## src/rtl/clkout_seq.sv

```systemverilog
module clkout_seq #(
  parameter int NOUT = 4,
  parameter int SYNC = 2
) (
  input  logic            clk_ref,
  input  logic            rst_n,
  input  logic            pwrgd_pdn,
  input  logic            strap_fast,
  input  logic [1:0]      strap_slow,
  input  logic [NOUT-1:0] oe_pin,
  input  logic [NOUT-1:0] oe_reg,
  input  logic [NOUT-1:0] stop_ok,
  input  logic            pll_lock,
  output logic            strap_vld,
  output logic [2:0]      strap_code,
  output logic [NOUT-1:0] true_o,
  output logic [NOUT-1:0] comp_o
);
  logic [SYNC-1:0]            pg_sh;
  logic [SYNC-1:0][NOUT-1:0]  oe_sh;
  logic [NOUT-1:0]            run, want;
  logic                       phase, pg_s, gate;
  logic [2:0]                 code_in;

  assign pg_s    = pg_sh[SYNC-1];
  assign code_in = (strap_slow == 2'b01) ? {2'b10, strap_fast}
                                         : {1'b0, strap_slow[1], strap_fast};
  assign gate    = strap_vld & pg_s & pll_lock;
  assign want    = {NOUT{gate}} & oe_reg & (oe_sh[SYNC-1] | ~stop_ok);

  always_ff @(posedge clk_ref or negedge rst_n) begin
    if (!rst_n) begin
      pg_sh      <= '0;
      oe_sh      <= '0;
      strap_vld  <= 1'b0;
      strap_code <= 3'b000;
      phase      <= 1'b0;
      run        <= '0;
    end else begin
      pg_sh <= {pg_sh[SYNC-2:0], pwrgd_pdn};
      oe_sh <= {oe_sh[SYNC-2:0], oe_pin};
      if (!strap_vld && pg_s) begin
        strap_vld  <= 1'b1;
        strap_code <= code_in;
      end
      phase <= ~phase;
      if (phase) run <= want;
    end
  end

  assign true_o = run & {NOUT{phase}};
  assign comp_o = run & ~{NOUT{phase}};
endmodule

```

## config.mk

```make
export PLATFORM = sky130hd
export DESIGN_NAME = clkout_seq
export DESIGN_NICKNAME = d
export VERILOG_FILES = /design/src/rtl/clkout_seq.sv
export SDC_FILE = /design/constraint.sdc
export NUM_CORES = 1
export LEC_CHECK = 0
export BUFFER_PORTS_ARGS = -buffer_cell sky130_fd_sc_hd__buf_2
export CAP_MARGIN = 20
export CORE_MARGIN = 8
export CORE_UTILIZATION = 44
export DETAILED_ROUTE_END_ITERATION = 16
export PLACE_DENSITY = 0.83
export SYNTH_ARGS = -nofsm -noshare
export SYNTH_HDL_FRONTEND = slang
export SYNTH_SLANG_ARGS = --single-unit
```

## constraint.sdc

```tcl
create_clock -name clk_ref -period 1.3 [get_ports clk_ref]
set_input_delay 0.065 -clock clk_ref [delete_from_list [all_inputs] [get_ports clk_ref]]
set_output_delay 0.065 -clock clk_ref [all_outputs]
set_load 0.03 [all_outputs]
```

==> results.toml, run 1 <==
[clock_tree]
cts_tree = "done"
ctsRootBufferMaster = "clkbuf_4"
cts_sinks = 19
clk_latency_ps = 290
htree_levels = 1
clockBufferDepth = 2
cts_buffers = 3
clk_pin_slew_ps = 100

[layout]
nFillCells = 125
final_nets = 114
fin_cells = 110
final_area_sq_um = 1000
antenna_cells = 0
drive_above_1_share = 0.500
utilization = 0.658
syn_to_final_growth_pct = 39.7

[synthesis]
yosysSeqAreaShare = 0.662
synth.avg_cell_area_sq_um = 13.8
syn-num-nets = 71
yosysWarnings = 0
synth_largest_area_cell = "dfrtp_1"
synth_cell_types = 10
yosysTopAreaCellShare = 0.662
synth-seq-cells = 19
syn_inst = 52
syn_area_sq_um = 718
synth_area_leaders = "dfrtp_1 (66%), o32ai_2 (9.1%), inv_1 (4.7%), mux2_2 (4.7%), nor2b_1 (4.4%)"

[critical_path]
cp-start-kind = "flip-flop"
reg2reg_from = "strap_vld"
critPathCaptureType = "output pin"
critical_path.top_delay_family = "flip-flops"
crit_arrival_ps = 1170
cp_max_fo = 4
timing.critical_path.buf_inv = 2
rrSetupSlack_ps = 220
critPathMaxStageDelay_ps = 440
crit_chain = "buf_4, nor2_1, buf_2"
rr_endpoint = "strap_code[2]"
r2r_cells = 2
path_depth = 3
critPathRequiredTime_ps = 1240
cp_slowest_cell = "dfrtp_2"
critPathKind = "flip-flop to output pin"

[placement]
routabilityCongestion = 0.694
place_ws_ps = 229
hpwl_um = 1190
dp_cells = 98
io_buffers = 30
placed_area_sq_um = 888

[sta]
holdWs_ps = 28.6
fmax_mhz = 809
setup_viol = 0
skew_ps = 3.34
tns_ps = 0
final_hold_viol_count = 0
max-slew-margin-rel = 0.733
rsz0062_at_grt = "false"
period_needed_ps = 1240
fin_crit_sh = 0.950
fin_ws_ps = 64.6
drv_slew = 0
max_slew.worst_pin.slew_ps = 400

[routing]
drc = 0
drtPass1Iterations = 2
wirelength_um = 1540
via_per_inst = 4.55
wl_per_cell_um = 14.0
vias = 501
final_antenna_net_count = 0
drtIter0Drc = 7

[power]
p_sw_frac = 0.243
switchingPower_mw = 0.258
internal-power_mw = 0.804
powerDensity_nw_per_um2 = 1060
clkPwrFrac = 0.273
p_comb_frac = 0.132
power_mw = 1.06
vdd_ir_drop_max_v = 0.000944
total_leakage_power_nw = 0.506
pwr-share-seq = 0.596

[die]
die_area_sq_um = 3180
fp.dieW_um = 56.4
die_h_um = 56.4
start_util = 0.471
core-area_sq_um = 1520
io_pins = 31
num_rows = 14

[grt]
use_met1 = 0.0960
grt_usage = 0.103
gr-usage-met2 = 0.190
grt-ovfl-total = 0
grt_pass1_wl_um = 2620
antenna_found_initial = 0
grt_start_max_net_pins = 20
grt_pass1_vias = 594
grt.busiest_layer = "met2"
met3_usage = 0.0449

[min_path]
hp-start = "strap_slow[1]"
min_to = "strap_code[1]"
hold_path_class = "input pin to flip-flop"
hold_depth = 2

[run_status]
status = "finished clean"

[run]
maxCapViolations = 0
==> cells by family (layout without fill, tap and decap cells) <==
logic type / Yosys count / after routing / share of synthesized area
compound gates: 4 / 4 / 0.0906
buf+inv: 10 / 52 / 0.0575
flops: 19 / 19 / 0.662
mux: 3 / 3 / 0.0470
simple gates: 16 / 16 / 0.143
==> worst max path at each step <==
stage          startpoint       endpoint  slack [ps]
5_1_grt             phase      comp_o[1]           2
4_1_cts             phase      comp_o[0]          20
3_5_place_dp    strap_vld  strap_code[2]         230
3_3_place_gp    strap_vld  strap_code[2]         270
2_1_floorplan   strap_vld  strap_code[0]         140
6_report            phase      comp_o[1]          60
==> cell usage in the layout, fill, tap and decap left out <==
cell type and n:
buf_2 27, dfrtp_1 18, inv_1 9, nor2_1 7, dlygate4sd3_1 7, nor2b_1 5, buf_4 5, o32ai_2 4
mux2_2 3, clkbuf_4 3, nor2_2 1, nor2b_4 1, nand4_4 1, or2_2 1, clkbuf_1 1, dfrtp_2 1
==> power by group through the flow <==
stage	clock network (mW)	registers [mW]	logic (mW)
2_1_floorplan	0	0.662	0.0456
3_3_place_gp	0	0.642	0.121
3_5_place_dp	0	0.644	0.125
4_1_cts	0.298	0.632	0.141
5_1_grt	0.328	0.635	0.153
6_report	0.290	0.633	0.140
==> what timing repair did <==
action	in CTS	in global routing
gates resized for setup	4	1
hold endpoints to repair	25	0
hold buffers	7	0
endpoints found under the setup margin	7	5
setup buffers	0	1
==> cell type report <==
type,count,area [sq um],area share
inverter,9,33.8,0.0337
clock buffer,4,26.3,0.0262
timing repair buffer,39,243,0.242
multi-input combinational,23,204,0.203
tap,16,20.0,0.0200
sequential,19,477,0.475
==> routing by layer <==
layer / part of all wire / wire [um]
met5: 0 / 0
met4: 0 / 0
met3: 0.064 / 99
met2: 0.56 / 859
met1: 0.38 / 585
==> cell usage after synthesis (all sizes together) <==
| cell | number |
|---|---|
| nor2b | 6 |
| buf | 1 |
| nor2 | 8 |
| mux2 | 3 |
| inv | 9 |
| dfrtp | 19 |
| nand4 | 1 |
| o32ai | 4 |
| or2 | 1 |
==> flip-flops by register name (all words and copies together), names as in the netlist <==
signal,flops
oe_sh,8
run,4
pg_sh,2
phase,1
strap_vld,1
strap_code,3
Note: power is estimated with default switching activity, not from simulation.
==> inputs of run 2 (changes only) <==
--- a/config.mk
+++ b/config.mk
@@ -5,6 +5,7 @@
 export SDC_FILE = /design/constraint.sdc
 export NUM_CORES = 1
 export LEC_CHECK = 0
+export ABC_AREA = 1
 export BUFFER_PORTS_ARGS = -buffer_cell sky130_fd_sc_hd__buf_2
 export CAP_MARGIN = 20
 export CORE_MARGIN = 8
==> run 2 against run 1 <==
  * Worst hold slack worse by 22 ps
  * Sequential share of layout area is 1.3 points higher
  * Sequential power is 5.1% higher
  * Wire length is 0.26% lower
  * Sequential cell count stayed put
  * Global-route usage is 0.54 points lower
  * Die area is 1.3% lower
  * Clock-buffer cell count stayed put
  * Area after synthesis is 1.7% lower
  * Utilization is 1.1 points lower
  * Clock power is 1% lower
  * Register-to-register slack better by 150 ps
==> results.toml, run 2 <==
[run_status]
status = "finished clean"

[layout]
largest-register = "oe_sh"
utilization = 0.648
final_nets = 136
final_common_cell = "buf_2"
syn_to_final_growth_pct = 38.3
largest_reg_flops = 8
nFillCells = 134
antenna_cells = 0
reg.largest.list = "oe_sh: 8 flops, run: 4 flops, strap_code: 3 flops"
drive_above_1_share = 0.336
layout_common_cells = "buf_2 (29), nand2_1 (28), dfrtp_1 (18)"

[die]
io_pins = 31
fp.dieW_um = 56.0
start_util = 0.468
core-area_sq_um = 1510
num_rows = 14
die_h_um = 56.0
die_area_sq_um = 3140

[sta]
rsz0062_at_grt = "true"
fmax_mhz = 808
drv_slew = 0
final_hold_viol_count = 0
max-slew-margin-rel = 0.732
max_slew.worst_pin.slew_ps = 402
setup_viol = 0
period_needed_ps = 1240
fin_crit_sh = 0.952
skew_ps = 0.782

[synthesis]
yosys-top-cells-count = "nand2_1 (28), dfrtp_1 (19), inv_1 (17), nand3_1 (5)"
ys_async_sr_fraction = 1.00
synth-seq-cells = 19
synth_largest_area_cell = "dfrtp_1"
synth.most_common_cell = "nand2_1"
synth_cell_types = 8
yosysSeqAreaShare = 0.674
syn-num-nets = 94
synth_edf_count = 0
synth.avg_cell_area_sq_um = 9.41
syn_inst = 75
synthFlopType = "dfrtp_1"
synth_area_leaders = "dfrtp_1 (67%), nand2_1 (15%), inv_1 (9.0%), nand3_1 (3.5%), nor2_4 (1.6%)"
yosysTopAreaCellShare = 0.674
syn_area_sq_um = 706
yosysWarnings = 0

[critical_path]
critPathKind = "flip-flop to output pin"
r2r_cells = 4
cp-start-kind = "flip-flop"
rr_endpoint = "strap_code[2]"
rrSetupSlack_ps = 370
timing.critical_path.buf_inv = 3
critical_path.top_delay_family = "flip-flops"
reg2reg_from = "strap_vld"
crit_arrival_ps = 1170
critPathMaxStageDelay_ps = 470
critPathRequiredTime_ps = 1240
crit_chain = "buf_4, nand2_1, inv_1, buf_2"
cp_slowest_cell = "dfrtp_2"
critPathCaptureType = "output pin"
cp_max_fo = 6

[min_path]
hold_path_class = "input pin to flip-flop"
hold_depth = 3
hp-start = "strap_fast"
min_to = "strap_code[0]"

[routing]
wl_per_cell_um = 11.7
via_per_inst = 4.45
wirelength_um = 1540
final_antenna_net_count = 0
vias = 588
drtIter0Drc = 3
drc = 0
drtPass1Iterations = 4

[grt]
grt_usage = 0.0976
grt_start_max_net_pins = 20
grt-ovfl-total = 0
grt_pass1_vias = 572
antenna_found_initial = 0
grt_pass1_wl_um = 2480

[power]
vdd_ir_drop_max_v = 0.000890
powerDensity_nw_per_um2 = 1200
total_leakage_power_nw = 0.634
power_mw = 1.18

[clock_tree]
htree_levels = 1
cts_sinks = 19
clk_pin_slew_ps = 100
cts_buffers = 3
clk_latency_ps = 290
ctsRootBufferMaster = "clkbuf_4"
clockBufferDepth = 2
cts_tree = "done"

[placement]
routabilityCongestion = 0.767
hpwl_um = 1160
io_buffers = 30

[run]
maxCapViolations = 0
[run 2: changes by cell type after synthesis, sizes merged]
cell | previous run | this run
nor2 | 8 | 1
o21ai | 0 | 2
nand3 | 0 | 5
nand2 | 0 | 28
mux2 | 3 | 0
or2 | 1 | 0
nand4 | 1 | 0
inv | 9 | 19
o32ai | 4 | 0
nor2b | 6 | 0
[run 2: cells by family after synthesis]
| logic type | synth area share |
|---|---|
| AO/OA/AOI/OAI | 0.0142 |
| flip-flops | 0.674 |
| buffers and inverters | 0.112 |
| AND/OR/NAND/NOR | 0.200 |
[run 2: final cells by class]
| class | instances | area [sq um] | area share |
|---|---|---|---|
| sequential | 19 | 477 | 0.488 |
| multi-input combinational | 36 | 151 | 0.155 |
| inverter | 19 | 73.8 | 0.0756 |
| tap | 16 | 20.0 | 0.0205 |
| clock buffer | 4 | 26.3 | 0.0269 |
| timing repair buffer | 38 | 228 | 0.233 |
[run 2: repair_timing]
| action | CTS | global route |
|---|---|---|
| endpoints found under the hold margin | 24 | 0 |
| gates resized for setup | 1 | 2 |
| setup buffers | 0 | 2 |
| hold buffers | 6 | 0 |
| endpoints found under the setup margin | 2 | 4 |
[run 2: tightest hold or removal path, stage by stage]
cell     delay, ps
buf_2           80
nand3_1         70
nand2_1         60
[run 2: worst max path at each step]
| stage | end | cells past startpoint | from |
|---|---|---|---|
| finish | true_o[0] | 4 | phase |
| CTS | comp_o[0] | 4 | phase |
| detailed placement | comp_o[0] | 4 | phase |
| floorplan | strap_code[2] | 4 | strap_vld |
| global placement | comp_o[3] | 4 | phase |
| global route | true_o[0] | 4 | phase |
[run 2: layer usage]
metal  vias to the layer above  part of all wire  GRT usage  wire [um]
met2                        19              0.51      0.173        789
li1                        298                 -          -          -
met1                       266              0.39     0.0913        601
met3                         5             0.076     0.0502        117
met5                         -                 0          0          0
met4                         0             0.021     0.0412         32
[run 2: through the flow]
stage / instances / setup slack [ps] / cell area [sq um] / TNS, ps / hold slack [ps]
3_3_place_gp: 120 / 358 / 868 / 0 / 10.3
6_report: 132 / 62.6 / 976 / 0 / 6.78
4_1_cts: 130 / 33.1 / 956 / 0 / 6.64
5_1_grt: 132 / -3.15 / 976 / -3.15 / 20.9
3_5_place_dp: 120 / 329 / 868 / 0 / 15.7
2_1_floorplan: 75 / 323 / 706 / 0 / -231
[run 2: where the power goes]
group / internal (mW) / switching [mW]
logic: 0.0796 / 0.146
clock network: 0.119 / 0.166
registers: 0.642 / 0.0226
==> inputs of run 3 (changes only) <==
--- a/config.mk
+++ b/config.mk
@@ -6,7 +6,7 @@
 export NUM_CORES = 1
 export LEC_CHECK = 0
 export ABC_AREA = 1
-export BUFFER_PORTS_ARGS = -buffer_cell sky130_fd_sc_hd__buf_2
+export BUFFER_PORTS_ARGS = -buffer_cell sky130_fd_sc_hd__buf_4
 export CAP_MARGIN = 20
 export CORE_MARGIN = 8
 export CORE_UTILIZATION = 44
==> run 3 against run 2 <==
  * Clock power about the same
  * Clock-buffer cell count unchanged
  * Register-to-register slack about the same
  * Global-route usage increased by 0.49 points
  * Highest routed layer unchanged
  * Utilization increased by 4.8 points
  * Critical path type unchanged
  * Maximum frequency increased by 2.6%
  * Total power increased by 3.5%
  * Clock skew increased by 5.9 ps
  * Non-clock buffer count unchanged
  * Cell count unchanged
  * Worst hold slack improved by 2.4 ps
  * Combinational power increased by 17%
==> results.toml, run 3 (synthesis results as in run 2) <==
[run_status]
status = "finished clean"

[critical_path]
crit_arrival_ps = 1140
cp-start-kind = "flip-flop"
critPathMaxStageDelay_ps = 470
critPathCaptureType = "output pin"
critPathRequiredTime_ps = 1240
critical_path.top_delay_family = "flip-flops"
cp_slowest_cell = "dfrtp_2"
timing.critical_path.buf_inv = 3
critPathKind = "flip-flop to output pin"
cp_max_fo = 8
crit_chain = "inv_2, nand2_1, inv_1, buf_4"

[layout]
reg.largest.list = "oe_sh: 8 flops, run: 4 flops, strap_code: 3 flops"
largest-register = "oe_sh"
drive_above_1_share = 0.328
syn_to_final_growth_pct = 48.6
nFillCells = 126
antenna_cells = 0
largest_reg_flops = 8
multi_input_area_sq_um = 151
seq_area_sq_um = 477
layout_common_cells = "buf_4 (31), nand2_1 (28), dfrtp_1 (18)"
final_nets = 136
final_common_cell = "buf_4"

[die]
start_util = 0.468
num_rows = 14
die_area_sq_um = 3140
fp.dieW_um = 56.0
die_h_um = 56.0
core-area_sq_um = 1510
io_pins = 31

[routing]
drc = 0
via_per_inst = 4.60
drtIter0Drc = 13
drtPass1Iterations = 4
final_antenna_net_count = 0
wirelength_um = 1510
wl_per_cell_um = 11.4
vias = 607

[clock_tree]
clk_latency_ps = 290
clockBufferDepth = 2
clk_pin_slew_ps = 100
ctsRootBufferMaster = "clkbuf_4"
cts_buffers = 3
cts_tree = "done"
cts_sinks = 19
htree_levels = 1

[power]
total_leakage_power_nw = 0.654
vdd_ir_drop_max_v = 0.000882
powerDensity_nw_per_um2 = 1160

[placement]
hpwl_um = 1130
routabilityCongestion = 0.782
io_buffers = 30

[sta]
period_needed_ps = 1210
tns_ps = 0
final_hold_viol_count = 0
skew_ps = 6.65
fmax_mhz = 829
fin_crit_sh = 0.928
max-slew-margin-rel = 0.843
drv_slew = 0
rsz0062_at_grt = "false"
max_slew.worst_pin.slew_ps = 235
holdWs_ps = 9.20
setup_viol = 0

[grt]
grt-ovfl-total = 0
grt_pass1_wl_um = 2690
grt_start_max_net_pins = 20
grt_usage = 0.103
antenna_found_initial = 0
grt_pass1_vias = 641

[run]
maxCapViolations = 0

[min_path]
hold_path_class = "input pin to flip-flop"
==> run 3: changes by cell type in the layout (fill, tap and decap cells not counted) <==
cell	change
buf_2	-29
buf_4	+29
clkbuf_4	-1
dlygate4sd3_1	+1
inv_2	+1
inv_4	-1
==> run 3: cell type report <==
class,instances,share of cell area
multi-input cells,36,0.144
clock buffers,4,0.0251
flip-flops and latches,19,0.455
inverters,19,0.0680
well taps,16,0.0191
repair buffers,38,0.289
==> run 3: worst reg2reg max path: stages, from the launching register on <==
cell and delay (ps):
dfrtp_2 470, buf_4 150, nand2_1 50, inv_1 40
nand3_1 70, nand2_1 50
==> run 3: what timing repair did <==
action	CTS	global route
buffers inserted	0	1
setup endpoints to repair	0	4
gates resized for setup	0	1
hold buffers	7	0
hold endpoints to repair	25	0
==> run 3: per-layer routing <==
metal	part of all wire	global-route usage
met1	0.36	0.101
met3	0.088	0.0479
met5	0	0
met4	0.0060	0.0412
met2	0.54	0.179
==> run 3: path summary, 6_finish.rpt <==
check / endpoint / depth (start not counted) / from / slack (ps)
max: comp_o[0] / 4 / phase / 90
min: strap_code[2] / 3 / strap_slow[0] / 9
max reg2reg: run[2] / 5 / phase / 370
min reg2reg: oe_sh[5] / 0 / oe_sh[1] / 350
max in group asynchronous: phase / 2 / rst_n / 920
min in group asynchronous: run[1] / 2 / rst_n / 170
==> run 3: stage by stage <==
stage / instances / power (mW) / instance area, sq um / util / setup WS, ps
after CTS: 131 / 1.24 / 1040 / 0.690 / 28.4
after detailed placement: 120 / 0.926 / 943 / 0.626 / 363
after global routing: 132 / 1.28 / 1050 / 0.696 / 3.01
after floorplan: 75 / 0.801 / 706 / - / 323
after global placement: 120 / 0.922 / 943 / 0.626 / 392
final: 132 / 1.22 / 1050 / 0.696 / 93.8
==> run 3: report_power, final <==
part           internal (mW)  switching [mW]
Clock                  0.119           0.169
Sequential             0.642          0.0233
Combinational          0.117           0.146
